## src/rtl/seq_pkg.sv

```systemverilog
package seq_pkg;

  typedef enum logic [2:0] {
    CMD_NOP,
    CMD_ACT,
    CMD_COL,
    CMD_PRE,
    CMD_REF
  } cmdKind_t;

  typedef enum logic [2:0] {
    ST_PREP,
    ST_WAIT,
    ST_COLUMN,
    ST_RECOVER,
    ST_PRECH,
    ST_POST,
    ST_REFISSUE,
    ST_REFHOLD
  } seqState_t;

  // Strobes from the control FSM to the datapath
  typedef struct packed {
    logic     actNow;     // bypass: drive activate from live request
    logic     latchReq;   // capture address, direction and data
    cmdKind_t nextCmd;    // registered command for the next cycle
    logic [1:0] nextSlot; // slot for that command
    logic     closeBus;   // return ODT / DQ to idle levels
    logic     armCapture; // precharge cycle: arm read capture
  } seqStrobe_t;

  // Active-low levels of {RAS, CAS, WE}
  function automatic logic [2:0] pinLevels(cmdKind_t kind, logic isWrite);
    logic [2:0] lv;
    case (kind)
      CMD_ACT: lv = 3'b011;
      CMD_COL: lv = isWrite ? 3'b100 : 3'b101;
      CMD_PRE: lv = 3'b010;
      CMD_REF: lv = 3'b001;
      default: lv = 3'b111;
    endcase
    return lv;
  endfunction

  // Four-slot word: low level only in the selected slot
  function automatic logic [3:0] slotWord(logic level, logic [1:0] slot);
    return level ? 4'hF : ~(4'h1 << slot);
  endfunction

endpackage

```

## src/rtl/seq_control.sv

```systemverilog
module seq_control
  import seq_pkg::*;
#(
  parameter int REF_WAIT = 8
) (
  input  logic       clk,
  input  logic       rst,
  input  logic       reqValid,
  input  logic       reqRefresh,
  output seqStrobe_t strobe,
  output logic       busy
);

  localparam int CNT_W = $clog2(REF_WAIT + 1);

  seqState_t state, stateNext;
  logic [CNT_W-1:0] refCnt;
  logic refDone;
  logic acceptAny;

  assign acceptAny = (state == ST_WAIT) && reqValid;
  assign refDone   = (refCnt == CNT_W'(REF_WAIT - 1));

  always_comb begin
    stateNext         = state;
    strobe            = '0;
    strobe.nextCmd    = CMD_NOP;
    strobe.nextSlot   = 2'd0;
    case (state)
      ST_PREP: stateNext = ST_WAIT;
      ST_WAIT: begin
        if (reqValid) begin
          if (reqRefresh) begin
            stateNext      = ST_REFISSUE;
            strobe.nextCmd = CMD_REF;
          end else begin
            stateNext       = ST_COLUMN;
            strobe.actNow   = 1'b1;
            strobe.latchReq = 1'b1;
            strobe.nextCmd  = CMD_COL;
            strobe.nextSlot = 2'd1;
          end
        end
      end
      ST_COLUMN:  stateNext = ST_RECOVER;
      ST_RECOVER: begin
        stateNext       = ST_PRECH;
        strobe.nextCmd  = CMD_PRE;
        strobe.nextSlot = 2'd3;
      end
      ST_PRECH: begin
        stateNext         = ST_POST;
        strobe.closeBus   = 1'b1;
        strobe.armCapture = 1'b1;
      end
      ST_POST:     stateNext = ST_PREP;
      ST_REFISSUE: stateNext = ST_REFHOLD;
      ST_REFHOLD:  if (refDone) stateNext = ST_PREP;
      default:     stateNext = ST_PREP;
    endcase
  end

  always_ff @(posedge clk) begin
    if (rst) begin
      state  <= ST_PREP;
      busy   <= 1'b0;
      refCnt <= '0;
    end else begin
      state <= stateNext;
      if (acceptAny)
        busy <= 1'b1;
      else if (state == ST_POST || (state == ST_REFHOLD && refDone))
        busy <= 1'b0;
      if (state == ST_REFHOLD)
        refCnt <= refDone ? '0 : refCnt + 1'b1;
      else
        refCnt <= '0;
    end
  end

  assert_busy_after_accept_R10: assert property (
    @(posedge clk) disable iff (rst) acceptAny |=> busy);

endmodule

```

## src/rtl/seq_datapath.sv

```systemverilog
module seq_datapath
  import seq_pkg::*;
#(
  parameter int BANK_W    = 3,
  parameter int ROW_W     = 6,
  parameter int COL_W     = 10,
  parameter int ADDR_PINS = 14,
  parameter int DATA_W    = 16
) (
  input  logic                           clk,
  input  logic                           rst,
  input  seqStrobe_t                     strobe,
  input  logic [BANK_W+ROW_W+COL_W-1:0]  reqAddr,
  input  logic                           reqWrite,
  input  logic [DATA_W-1:0]              reqData,
  output logic [3:0]                     csWord,
  output logic [3:0]                     rasWord,
  output logic [3:0]                     casWord,
  output logic [3:0]                     weWord,
  output logic [4*ADDR_PINS-1:0]         addrWord,
  output logic [4*BANK_W-1:0]            bankWord,
  output logic                           odt,
  output logic                           dqTristate,
  output logic                           captureStrobe,
  output logic [DATA_W-1:0]              wrData
);

  localparam int ROW_LSB  = COL_W;
  localparam int BANK_LSB = COL_W + ROW_W;

  cmdKind_t           curCmd;
  logic [1:0]         curSlot;
  logic [COL_W-1:0]   colLatch;
  logic [BANK_W-1:0]  bankLatch;
  logic               wrLatch;

  cmdKind_t              effCmd;
  logic [1:0]            effSlot;
  logic [2:0]            levels;
  logic [ADDR_PINS-1:0]  addrVal;
  logic [BANK_W-1:0]     bankVal;

  always_ff @(posedge clk) begin
    if (rst) begin
      curCmd        <= CMD_NOP;
      curSlot       <= 2'd0;
      colLatch      <= '0;
      bankLatch     <= '0;
      wrLatch       <= 1'b0;
      wrData        <= '0;
      odt           <= 1'b0;
      dqTristate    <= 1'b1;
      captureStrobe <= 1'b0;
    end else begin
      curCmd  <= strobe.nextCmd;
      curSlot <= strobe.nextSlot;
      if (strobe.latchReq) begin
        colLatch   <= reqAddr[COL_W-1:0];
        bankLatch  <= reqAddr[BANK_LSB +: BANK_W];
        wrLatch    <= reqWrite;
        wrData     <= reqData;
        odt        <= reqWrite;
        dqTristate <= !reqWrite;
      end else if (strobe.closeBus) begin
        odt        <= 1'b0;
        dqTristate <= 1'b1;
      end
      captureStrobe <= strobe.armCapture && !wrLatch;
    end
  end

  // Activate bypasses the command register
  assign effCmd  = strobe.actNow ? CMD_ACT : curCmd;
  assign effSlot = strobe.actNow ? 2'd0 : curSlot;
  assign levels  = pinLevels(effCmd, wrLatch);

  always_comb begin
    addrVal = '0;
    bankVal = '0;
    case (effCmd)
      CMD_ACT: begin
        addrVal = ADDR_PINS'(reqAddr[ROW_LSB +: ROW_W]);
        bankVal = reqAddr[BANK_LSB +: BANK_W];
      end
      CMD_COL: begin
        addrVal = ADDR_PINS'(colLatch);
        bankVal = bankLatch;
      end
      CMD_PRE: bankVal = bankLatch;
      default: ;
    endcase
  end

  assign csWord  = 4'h0;
  assign rasWord = slotWord(levels[2], effSlot);
  assign casWord = slotWord(levels[1], effSlot);
  assign weWord  = slotWord(levels[0], effSlot);

  for (genvar i = 0; i < ADDR_PINS; i++) begin : gAddr
    assign addrWord[4*i +: 4] = {4{addrVal[i]}};
  end
  for (genvar j = 0; j < BANK_W; j++) begin : gBank
    assign bankWord[4*j +: 4] = {4{bankVal[j]}};
  end

  assert_col_follows_act_R6: assert property (
    @(posedge clk) disable iff (rst)
    strobe.actNow |=> (curCmd == CMD_COL && curSlot == 2'd1));

  assert_odt_implies_drive_R8: assert property (
    @(posedge clk) disable iff (rst) odt |-> !dqTristate);

  assert_capture_after_read_pre_R9: assert property (
    @(posedge clk) disable iff (rst)
    captureStrobe |-> ($past(curCmd) == CMD_PRE && !wrLatch));

  assert_single_low_slot_R3: assert property (
    @(posedge clk) disable iff (rst)
    $onehot0(~rasWord) && $onehot0(~casWord) && $onehot0(~weWord));

endmodule

```

## src/rtl/ddr3_access_sequencer.sv

```systemverilog
module ddr3_access_sequencer
  import seq_pkg::*;
#(
  parameter int BANK_W    = 3,
  parameter int ROW_W     = 6,
  parameter int COL_W     = 10,
  parameter int ADDR_PINS = 14,
  parameter int DATA_W    = 16,
  parameter int REF_WAIT  = 8
) (
  input  logic                          clk,
  input  logic                          rst,
  input  logic                          reqValid,
  input  logic                          reqWrite,
  input  logic                          reqRefresh,
  input  logic [BANK_W+ROW_W+COL_W-1:0] reqAddr,
  input  logic [DATA_W-1:0]             reqData,
  output logic                          busy,
  output logic [3:0]                    csWord,
  output logic [3:0]                    rasWord,
  output logic [3:0]                    casWord,
  output logic [3:0]                    weWord,
  output logic [4*ADDR_PINS-1:0]        addrWord,
  output logic [4*BANK_W-1:0]           bankWord,
  output logic                          odt,
  output logic                          dqTristate,
  output logic                          captureStrobe,
  output logic [DATA_W-1:0]             wrData
);

  seqStrobe_t strobe;

  seq_control #(.REF_WAIT(REF_WAIT)) uControl (
    .clk        (clk),
    .rst        (rst),
    .reqValid   (reqValid),
    .reqRefresh (reqRefresh),
    .strobe     (strobe),
    .busy       (busy)
  );

  seq_datapath #(
    .BANK_W(BANK_W), .ROW_W(ROW_W), .COL_W(COL_W),
    .ADDR_PINS(ADDR_PINS), .DATA_W(DATA_W)
  ) uDatapath (
    .clk           (clk),
    .rst           (rst),
    .strobe        (strobe),
    .reqAddr       (reqAddr),
    .reqWrite      (reqWrite),
    .reqData       (reqData),
    .csWord        (csWord),
    .rasWord       (rasWord),
    .casWord       (casWord),
    .weWord        (weWord),
    .addrWord      (addrWord),
    .bankWord      (bankWord),
    .odt           (odt),
    .dqTristate    (dqTristate),
    .captureStrobe (captureStrobe),
    .wrData        (wrData)
  );

  assert_nop_when_ready_R12: assert property (
    @(posedge clk) disable iff (rst)
    $fell(busy) |-> ((rasWord & casWord & weWord) == 4'hF));

endmodule

```

## config.mk

```make
export PLATFORM = sky130hd
export DESIGN_NAME = ddr3_access_sequencer
export DESIGN_NICKNAME = d
export VERILOG_FILES = /design/src/rtl/seq_pkg.sv /design/src/rtl/seq_control.sv /design/src/rtl/seq_datapath.sv /design/src/rtl/ddr3_access_sequencer.sv
export SDC_FILE = /design/constraint.sdc
export NUM_CORES = 1
export LEC_CHECK = 0
export CAP_MARGIN = 20
export CORE_MARGIN = 2
export CORE_UTILIZATION = 50
export CTS_CLUSTER_SIZE = 24
export DETAILED_ROUTE_END_ITERATION = 12
export DONT_BUFFER_PORTS = 1
export GPL_TIMING_DRIVEN = 0
export SLEW_MARGIN = 20
export SYNTH_ARGS = -nofsm -noshare
export SYNTH_HDL_FRONTEND = slang
export SYNTH_SLANG_ARGS = --single-unit
```

## constraint.sdc

```tcl
create_clock -name clk -period 2.8 [get_ports clk]
set_input_delay 0 -clock clk [delete_from_list [all_inputs] [get_ports clk]]
set_output_delay 0 -clock clk [all_outputs]
set_load 0.05 [all_outputs]
```

; Word level (Yosys, flattened, before mapping)
; Index checks and enable logic that the tools add are counted.
[totals]
regBits = 46
inputBits = 40
out_inout_bits = 104
elab_cells = 68
[classes]
n_addsub = 1
mux = 26
shift = 1
eq_ne = 14
n_bitwise = 2
n_reduce_logical = 12
[op_table]
columns = cell, count
row1 = 3-bit case mux with 8 select lines, 1
row2 = 10-bit case mux with 2 select lines, 1
row3 = "3-bit equality test, second input constant", 5
row4 = 3-bit 2-to-1 mux, 5
row5 = "3-bit by 2-bit equality test with 1-bit output, second input constant", 4
row6 = 4-bit 2-to-1 mux, 3
row7 = 3-bit case mux with 4 select lines, 1
row8 = 5-bit case mux with 2 select lines, 1
row9 = 1-bit 2-to-1 mux, 8
row10 = 2-bit 2-to-1 mux, 4
row11 = 7-bit 2-to-1 mux, 1
row12 = "3-bit by 1-bit equality test with 1-bit output, second input constant", 2
row13 = 3-bit case mux with 2 select lines, 1
row14 = "4-bit by 1-bit adder with 4-bit output, second input constant", 1
row15 = "4-bit by 3-bit equality test with 1-bit output, second input constant", 1
row16 = 4-bit NOT, 1
row17 = 2-bit nonzero test, 2
row18 = "1-bit by 2-bit << shifter with 4-bit output, first input constant", 1
row19 = 1-bit logical AND, 3
row20 = 3-bit logical NOT, 1
row21 = 3-bit OR reduction, 1
row22 = 1-bit logical NOT, 2
row23 = "2-bit by 1-bit inequality test with 1-bit output, second input constant", 1
row24 = "2-bit inequality test, second input constant", 1
row25 = 4 further kinds, 4

; Longest topological paths before layout
; Gate-level depths: netlist (run 1).
[depth]
word_depth = 7
ltp_mapped = 7
mapped_depth_nobuf = 4

; Hierarchy
; From an unflattened synthesis (run 1), not the netlist that was laid out.
[unflattened]
hier_cells = 292
area_unflattened_um2 = 2677.6
[by_module_without_submodules]
columns = mod, area_each_um2, cells_each, instances
row1 = seq_datapath, 2254.7, 243, 1
row2 = seq_control, 422.9, 49, 1

; Worst setup path before layout (run 1)
; No wires, ideal clock.
[synth_path]
path_kind = register to output
from = reg uControl.state[2]
to = out addrWord[25]
path_stages_with_launch = 7
setup_slack_ns = 0.159
arrival_time_ns = 2.641
cell_sequence = dfxtp_1 -> buf_2 -> nand4bb_1 -> buf_2 -> o21ai_1 -> nor3b_1 -> buf_4
[synth_via]
elab_chain_len = 5
elab_cells_between_ends = 6
cone_classes = 3 x eq/ne / 3 x mux
[synth_rtl]
columns = element, line_no
row1 = "start, declared", seq_control.sv:16  ; seqState_t state, stateNext;
row2 = "start signal, assigned", seq_control.sv:69  ; state <= stateNext;
row3 = 3-bit by 1-bit equality test with 1-bit output *, seq_control.sv:29  ; case (state)
row4 = 2-bit 2-to-1 mux *, seq_control.sv:29
row5 = 3-bit 2-to-1 mux *, seq_datapath.sv:73  ; assign effCmd = strobe.actNow ? CMD_ACT : curCmd;
row6 = 3-bit by 2-bit equality test with 1-bit output or 3-bit by 1-bit equality test with 1-bit output (tied branches), seq_datapath.sv:80  ; case (effCmd)
row7 = 10-bit case mux with 2 select lines *, seq_datapath.sv:80
row8 = "end, declared", ddr3_access_sequencer.sv:23  ; output logic [4*ADDR_PINS-1:0] addrWord,
; Every way passes the cells marked *; elsewhere a longest branch is shown, timed or not.

; Final worst setup path (run 1)
[layout_path]
from = reg uDatapath.curCmd[0]
to = out addrWord[18]
[layout_via]
elab_chain_len = 3
elab_cells_between_ends = 4
cone_classes = 2 x eq/ne / 2 x mux
[layout_rtl]
columns = element, line_no
row1 = "start, declared", seq_datapath.sv:31  ; cmdKind_t curCmd;
row2 = "start signal, assigned", seq_datapath.sv:55  ; curCmd <= strobe.nextCmd;
row3 = 3-bit 2-to-1 mux *, seq_datapath.sv:73
row4 = 3-bit by 2-bit equality test with 1-bit output or 3-bit by 1-bit equality test with 1-bit output (tied branches), seq_datapath.sv:80
row5 = 10-bit case mux with 2 select lines *, seq_datapath.sv:80
; Marked as above.

==> summary.txt, run 1 <==
Critical path
  – CP max FO: 10
  – Critical path class: reg -> out
  – Crit. End Element: output port
  – Arrival @ worst endpoint: about 2.6 ns
  – FF-to-FF path depth: 3
  – Slowest CP cell: o21ai_1
  – Worst-path cell chain: clkbuf_1 > nor2b_1 > o211ai_1 > o21ai_1 > buf_4
  – Startpoint Class: flop
  – CP required: 2.80 ns
  – CP peak stage delay: slightly below 0.9 ns

Floorplan
  – # IOs: between 100 and 150
  – Die height: about 75 µm
  – Die W: between 70 and 80 µm
  – DIE AREA: 5584 µm²
  – Site row count: 25
  – Initial Util: 52.26%
  – Core area: about 4800 µm²

Power
  – Psw: 0.0005389 W
  – Power Dens Cells: around 470 nW/µm²
  – Switching share of power: ~36%
  – Internal power: approximately 0.00097 W
  – Max VDD drop: approximately 340 µV
  – Clock power frac: 27.7%
  – Static leakage: approximately 1.3 nW
  – Power share of the combinational group: 26.1%
  – Seq pwr share: about 46%

CTS
  – Clock Sinks: between 40 and 50
  – Clk slew on worst S/H paths: around 0.08 ns
  – Clock buffer count from CTS: 5
  – Clk_lat worst skew: roughly 0.3 ns
  – CTS tree: built
  – Clk buf depth: 2
  – Clock Tree Root: clkbuf_8
  – Htree depth: 2

Layout
  – Storage cell area: a little under 900 µm²
  – Multi-input gate area in the final layout: 1126 µm²
  – Net count, final: 427
  – Commonest non-fill, non-tap cell in the layout: buf_4
  – Non-filler cells, final: between 400 and 500
  – Most frequent cells in the layout: buf_4, dfxtp_1, a21oi_1
  – Layout cells sized above 1: 24.03%
  – Diodes inserted: 0
  – Synth-to-layout area growth: 27.26%
  – Filler cell count: approximately 450

Routing
  – Vias per inst: 5.070
  – Avg WL per Cell: between 10 and 15 µm
  – Routed Antenna Nets: 0
  – # DRC: 0
  – Final WL: approximately 6300 µm
  – Drt pass-1 iters: 4
  – 1st-iter DRT viols: 54
  – Vias: between 2,000 and 2,500

Logic synthesis
  – Async SR Flop Fraction: 0%
  – Post-synth top flop: dfxtp_1
  – Synth Area in Adders: 0.5003%
  – Xor/xnor share of the synthesized area: less than 1%
  – Synthesized cell area: ~2500 µm²
  – Sequential share of the synthesized area: 35.22%
  – Unique masters post-synth: 35
  – Synth Instances: between 300 and 400
  – Post-Synth Simple-Gate Area: 16.86%
  – Post-synthesis mux area share: 0%
  – Yosys warns: 0
  – Largest family of logic cells by synthesized area: buffers and inverters
  – Compound-Gate Fraction of Synth Area: 21.96%
  – EDFF count, synth: 0
  – Synth Area per Inst: 7.991 µm²
  – Register bit total from synthesis: 44

Placed design
  – Placer Congestion: 0.7376
  – Post-detail-place hpwl: between 4000 and 5000 µm
  – Dpl cells: 411
  – Buffers on Ports: 0
  – Pre-CTS WS: roughly 0.42 ns

Min path
  – Hold depth: 3
  – Worst Hold Class: in -> reg

Timing
  – Total negative slack: 0 ns
  – Fin crit period: 2.622 ns
  – Final setup fails: 0
  – Hold Vio Cnt, Final: 0
  – Final Slew Violations: 0
  – RSZ-0062 raised after global routing: false
  – F_max: 381.3 MHz
  – Worst Tran Pin Value: 1.096 ns
  – Max-Slew Margin vs Limit: 26.44%
  – Hold Worst Slack: about 0.014 ns
  – Post-layout worst setup margin: 0.1776 ns
  – Final worst-path cycle share: a little over nine tenths
  – Post-Route Skew: 0.005411 ns

GRT
  – GR Overflow Total: 0
  – First-pass GRT wire length: around 9500 µm
  – Largest net degree at the start of global routing: 14
  – Vias in the first global route: approximately 2,000
  – Global-route usage over all layers: roughly 22%
  – Antenna violations before repair: 0

Status
  – Outcome: completed

Job
  – MaxCap Viol Count: 0
## cells in the mapped netlist, types with 2 or more instances
| cell | instances | area, µm² |
|---|---|---|
| nor2_1 | 5 | 18.77 |
| o211ai_1 | 8 | 60.06 |
| o21ai_1 | 7 | 35.03 |
| nand2_1 | 4 | 15.01 |
| clkbuf_1 | 18 | 67.56 |
| nor3b_1 | 5 | 37.54 |
| dfxtp_1 | 44 | 880.8 |
| a32oi_1 | 6 | 52.55 |
| nand2b_1 | 3 | 18.77 |
| buf_2 | 6 | 30.03 |
| nor2b_1 | 11 | 68.82 |
| a22o_1 | 4 | 35.03 |
| or3b_2 | 2 | 17.52 |
| inv_1 | 4 | 15.01 |
| a31oi_1 | 3 | 18.77 |
| o21ai_0 | 30 | 150.1 |
| a21oi_1 | 35 | 175.2 |
| buf_4 | 65 | 488.0 |
| conb_1 | 2 | 7.510 |
| nand3b_1 | 2 | 15.01 |
| nand3_1 | 34 | 170.2 |
| nor3_1 | 2 | 10.01 |
## final timing paths
path,startpoint,end,slack (ns)
worst max-delay path,uDatapath.curCmd[0],addrWord[18],0.18
worst min-delay path,reqValid,uControl.state[2],0.01
worst max register to register,uControl.state[0],uDatapath.curSlot[0],1.21
worst min register to register,uControl.refCnt[0],uControl.refCnt[0],0.45
## what timing repair did
action,4_1_cts,5_1_grt
setup buffers,0,0
gates resized for setup,0,2
endpoints found under the hold margin,40,0
setup endpoints to repair,0,6
hold buffers,33,0
## area by class of cell
cell class                 instances  area share [%]
multi-input combinational        198           35.38
sequential                        44           27.67
buffer                            90           18.75
timing repair buffer              43           12.15
clock buffer                       7           2.712
tap                               67           2.634
inverter                           4          0.4717
clock inverter                     1          0.2358
## registers in the layout (all words and copies together), names as in the netlist, 2 cells and up
name / count
uControl.refCnt: 4
uControl.state: 3
uDatapath.bankLatch: 3
uDatapath.colLatch: 10
uDatapath.curCmd: 2
uDatapath.wrData: 16
## routing by layer
layer  vias up  routed length [µm]  global-route usage (%)
met5         -                   0                       0
met4         0                  61                   6.746
li1       1152                   -                       -
met1      1057                2593                   27.74
met2        86                3129                   37.07
met3         7                 529                   6.024
## power groups by stage
stage,sequential [W],combinational (W),clock [W]
5_1_grt,0.000701,0.000420,0.000444
2_1_floorplan,0.000707,0.000318,0
3_5_place_dp,0.000712,0.000351,0
3_3_place_gp,0.000712,0.000348,0
6_report,0.000698,0.000393,0.000418
4_1_cts,0.000698,0.000390,0.000425
## cells by family (layout without fill, tap and decap cells)
logic type               after synthesis  in the layout
AO/OA/AOI/OAI                         96             96
XOR/XNOR                               2              2
adder cells (fa/ha/maj)                1              1
buffers and inverters                 94            145
flip-flops                            44             44
other                                  2             25
AND/OR/NAND/NOR                       74             74
## metrics by stage
| stage | power, W | utilization (%) | area, µm² |
|---|---|---|---|
| 2_1_floorplan | 0.001025 | - | 2587 |
| 3_3_place_gp | 0.001060 | 55.82 | 2671 |
| 3_5_place_dp | 0.001063 | 57.18 | 2736 |
| 4_1_cts | 0.001512 | 66.04 | 3161 |
| 5_1_grt | 0.001565 | 66.51 | 3183 |
| 6_report | 0.001509 | 66.51 | 3183 |
## worst max-delay path, delay by kind of cell, from the launching register on
| family | cells | cell delay (ns) |
|---|---|---|
| flip-flops | 1 | 0.31 |
| AO/OA/AOI/OAI | 2 | 1.02 |
| AND/OR/NAND/NOR | 1 | 0.40 |
| buffers and inverters | 2 | 0.60 |
Power figures use the tool's default switching activity.
==> run 2: changes to the inputs <==
- BUFFER_PORTS_ARGS: unset -> -buffer_cell sky130_fd_sc_hd__clkbuf_2
- CORE_UTILIZATION: 50 -> 48
- DONT_BUFFER_PORTS: 1 -> unset
- PLACE_DENSITY: unset -> 0.87
==> summary.txt, run 2 (synthesis gave the netlist of run 1 again) <==
Status
  – Outcome: completed

Critical path
  – Crit. End Element: output port
  – R2r setup slk: 1.21 ns
  – End of the worst register-to-register path: uDatapath.colLatch[7]
  – Worst-path cell chain: buf_2 > nand4bb_1 > buf_2 > o21ai_1 > nor3b_1 > buf_4 > clkbuf_2
  – Beginning of the worst register-to-register path: uControl.state[2]
  – CP required: approximately 2.8 ns
  – Cell family with most CP delay: buffers and inverters
  – CP max FO: 10
  – CP endpoint: addrWord[39]
  – Arrival @ worst endpoint: 2.38 ns
  – CP dominant cell by count: buf_2
  – WP depth: 7
  – Critical path class: reg -> out
  – Crit path launch: uControl.state[2]
  – FF-to-FF path depth: 7
  – WP buf/inv: 4
  – Slowest CP cell: nor3b_1
  – CP peak stage delay: 0.51 ns
  – Startpoint Class: flop

Layout
  – Storage cell area: between 800 and 900 µm²
  – Filler cell count: 372
  – Fin area: around 3600 µm²
  – Layout cells sized above 1: between 40% and 50%
  – Diodes inserted: 0
  – Net count, final: around 530
  – Top Registers: uDatapath.wrData (16), uDatapath.colLatch (10), uControl.refCnt (4)
  – Commonest non-fill, non-tap cell in the layout: clkbuf_2
  – Biggest register: uDatapath.wrData
  – Largest register FFs: 16
  – Non-filler cells, final: 560
  – Synth-to-layout area growth: 45.42%
  – Most frequent cells in the layout: clkbuf_2, buf_4, dfxtp_1
  – Multi-input gate area in the final layout: roughly 1100 µm²

Timing
  – Final setup fails: 0
  – Max-Slew Margin vs Limit: 62.08%
  – Final worst-path cycle share: a little over four fifths
  – Total negative slack: 0 ns
  – Fin crit period: 2.378 ns
  – Hold Vio Cnt, Final: 0
  – Final Slew Violations: 0
  – Worst Tran Pin Value: roughly 0.57 ns
  – RSZ-0062 raised after global routing: false
  – F_max: about 420 MHz
  – Post-Route Skew: between 0.005 and 0.006 ns

GRT
  – Global-route usage over all layers: 23.43%
  – First-pass GRT wire length: about 11,000 µm
  – Antenna violations before repair: 0
  – GR Overflow Total: 0
  – Vias in the first global route: approximately 2,500
  – Largest net degree at the start of global routing: 14

Floorplan
  – DIE AREA: 5804 µm²
  – Die W: 76.19 µm
  – Die height: about 76 µm
  – Initial Util: 49.29%
  – # IOs: roughly 140
  – Site row count: 26
  – Core area: ~5000 µm²

Routing
  – # DRC: 0
  – Vias per inst: between 4 and 5
  – Final WL: approximately 7000 µm
  – Routed Antenna Nets: 0
  – Vias: about 2,700
  – 1st-iter DRT viols: between 100 and 150
  – Drt pass-1 iters: 5
  – Avg WL per Cell: about 13 µm

CTS
  – Setup Buffers After CTS: 0
  – Clk slew on worst S/H paths: about 0.08 ns
  – Htree depth: 2
  – CTS tree: built
  – Clk buf depth: 2
  – Clock Sinks: 44
  – Clock buffer count from CTS: 5
  – Clock Tree Root: clkbuf_8
  – Clk_lat worst skew: 0.30 ns

Power
  – Clock power frac: about a quarter
  – Post-route total power: 0.001524 W
  – Power share of the combinational group: between 30% and 40%
  – Seq pwr share: about 43%
  – Internal power: 0.0009716 W
  – Max VDD drop: roughly 270 µV
  – Switching share of power: between 30% and 40%
  – Psw: ~0.00055 W
  – Power Dens Cells: around 420 nW/µm²
  – Static leakage: ~1.7 nW

Placed design
  – Placer Congestion: 0.7748
  – Dpl cells: between 500 and 600
  – Area after DPL: roughly 3300 µm²
  – Post-detail-place hpwl: 5004 µm
  – Buffers on Ports: about 120

Min path
  – Worst hold start: reqWrite
  – Worst Hold Class: in -> reg

Job
  – MaxCap Viol Count: 0
==> run 2: cell count changes in the layout (fill, tap and decap cells not counted), moves of 2 or more <==
cell           delta
nor3b_1           +4
nor3b_2           -4
buf_4             -5
o21ai_1           +3
o21ai_2           -3
clkbuf_1          -2
buf_1             -4
clkbuf_2        +118
dlygate4sd3_1     -4
==> run 2: timing repair <==
action / 4_1_cts / 5_1_grt
gates resized for setup: 0 / 0
endpoints found under the hold margin: 29 / 0
hold buffers: 29 / 0
setup endpoints to repair: 0 / 0
==> run 2: per-stage QoR <==
step	hold WS [ns]	setup WS [ns]	utilization [%]
after floorplan	0.1477	0.1592	-
final	0.02715	0.4219	71.67
after global routing	0.02701	0.2367	71.67
after detailed placement	0.2417	0.8012	64.35
after global placement	0.2348	0.8376	64.35
after CTS	0.02042	0.4585	71.67
==> run 2: worst register-to-register path, delay by kind of cell, from the launching register on <==
kind | cells | cell delay, ns
flops | 1 | 0.30
buf+inv | 4 | 0.70
compound gates | 1 | 0.15
simple gates | 2 | 0.37
==> run 2: layout make-up <==
type | count | area share (%)
inverter | 4 | 0.4128
clock buffer | 5 | 1.892
multi-input combinational | 198 | 30.10
clock inverter | 2 | 0.3440
buffer | 90 | 16.41
timing repair buffer | 147 | 24.22
sequential | 44 | 24.22
tap | 70 | 2.408
==> run 2: layer usage <==
| metal | vias to the layer above | GRT usage [%] | share of wire (%) |
|---|---|---|---|
| li1 | 1361 | - | - |
| met1 | 1258 | 27.28 | 41 |
| met2 | 116 | 41.88 | 51 |
| met3 | 9 | 6.043 | 6.8 |
| met4 | 0 | 7.818 | 1.1 |
| met5 | - | 0 | 0 |
==> run 2: power groups by stage <==
stage          clock network, W  registers (W)  logic, W
3_5_place_dp                  0       0.000674  0.000445
5_1_grt                0.000418       0.000663  0.000511
2_1_floorplan                 0       0.000707  0.000318
6_report               0.000379       0.000660  0.000484
3_3_place_gp                  0       0.000674  0.000439
4_1_cts                0.000384       0.000660  0.000478
==> run 2: how the worst min path moves through the flow <==
stage	end	slack, ns	cells after the start
finish	uDatapath.wrLatch	0.03	3
CTS	uDatapath.wrLatch	0.02	3
global placement	uDatapath.wrData[2]	0.23	3
floorplan	uDatapath.bankLatch[0]	0.15	2
global route	uDatapath.wrLatch	0.03	3
detailed placement	uDatapath.colLatch[8]	0.24	3
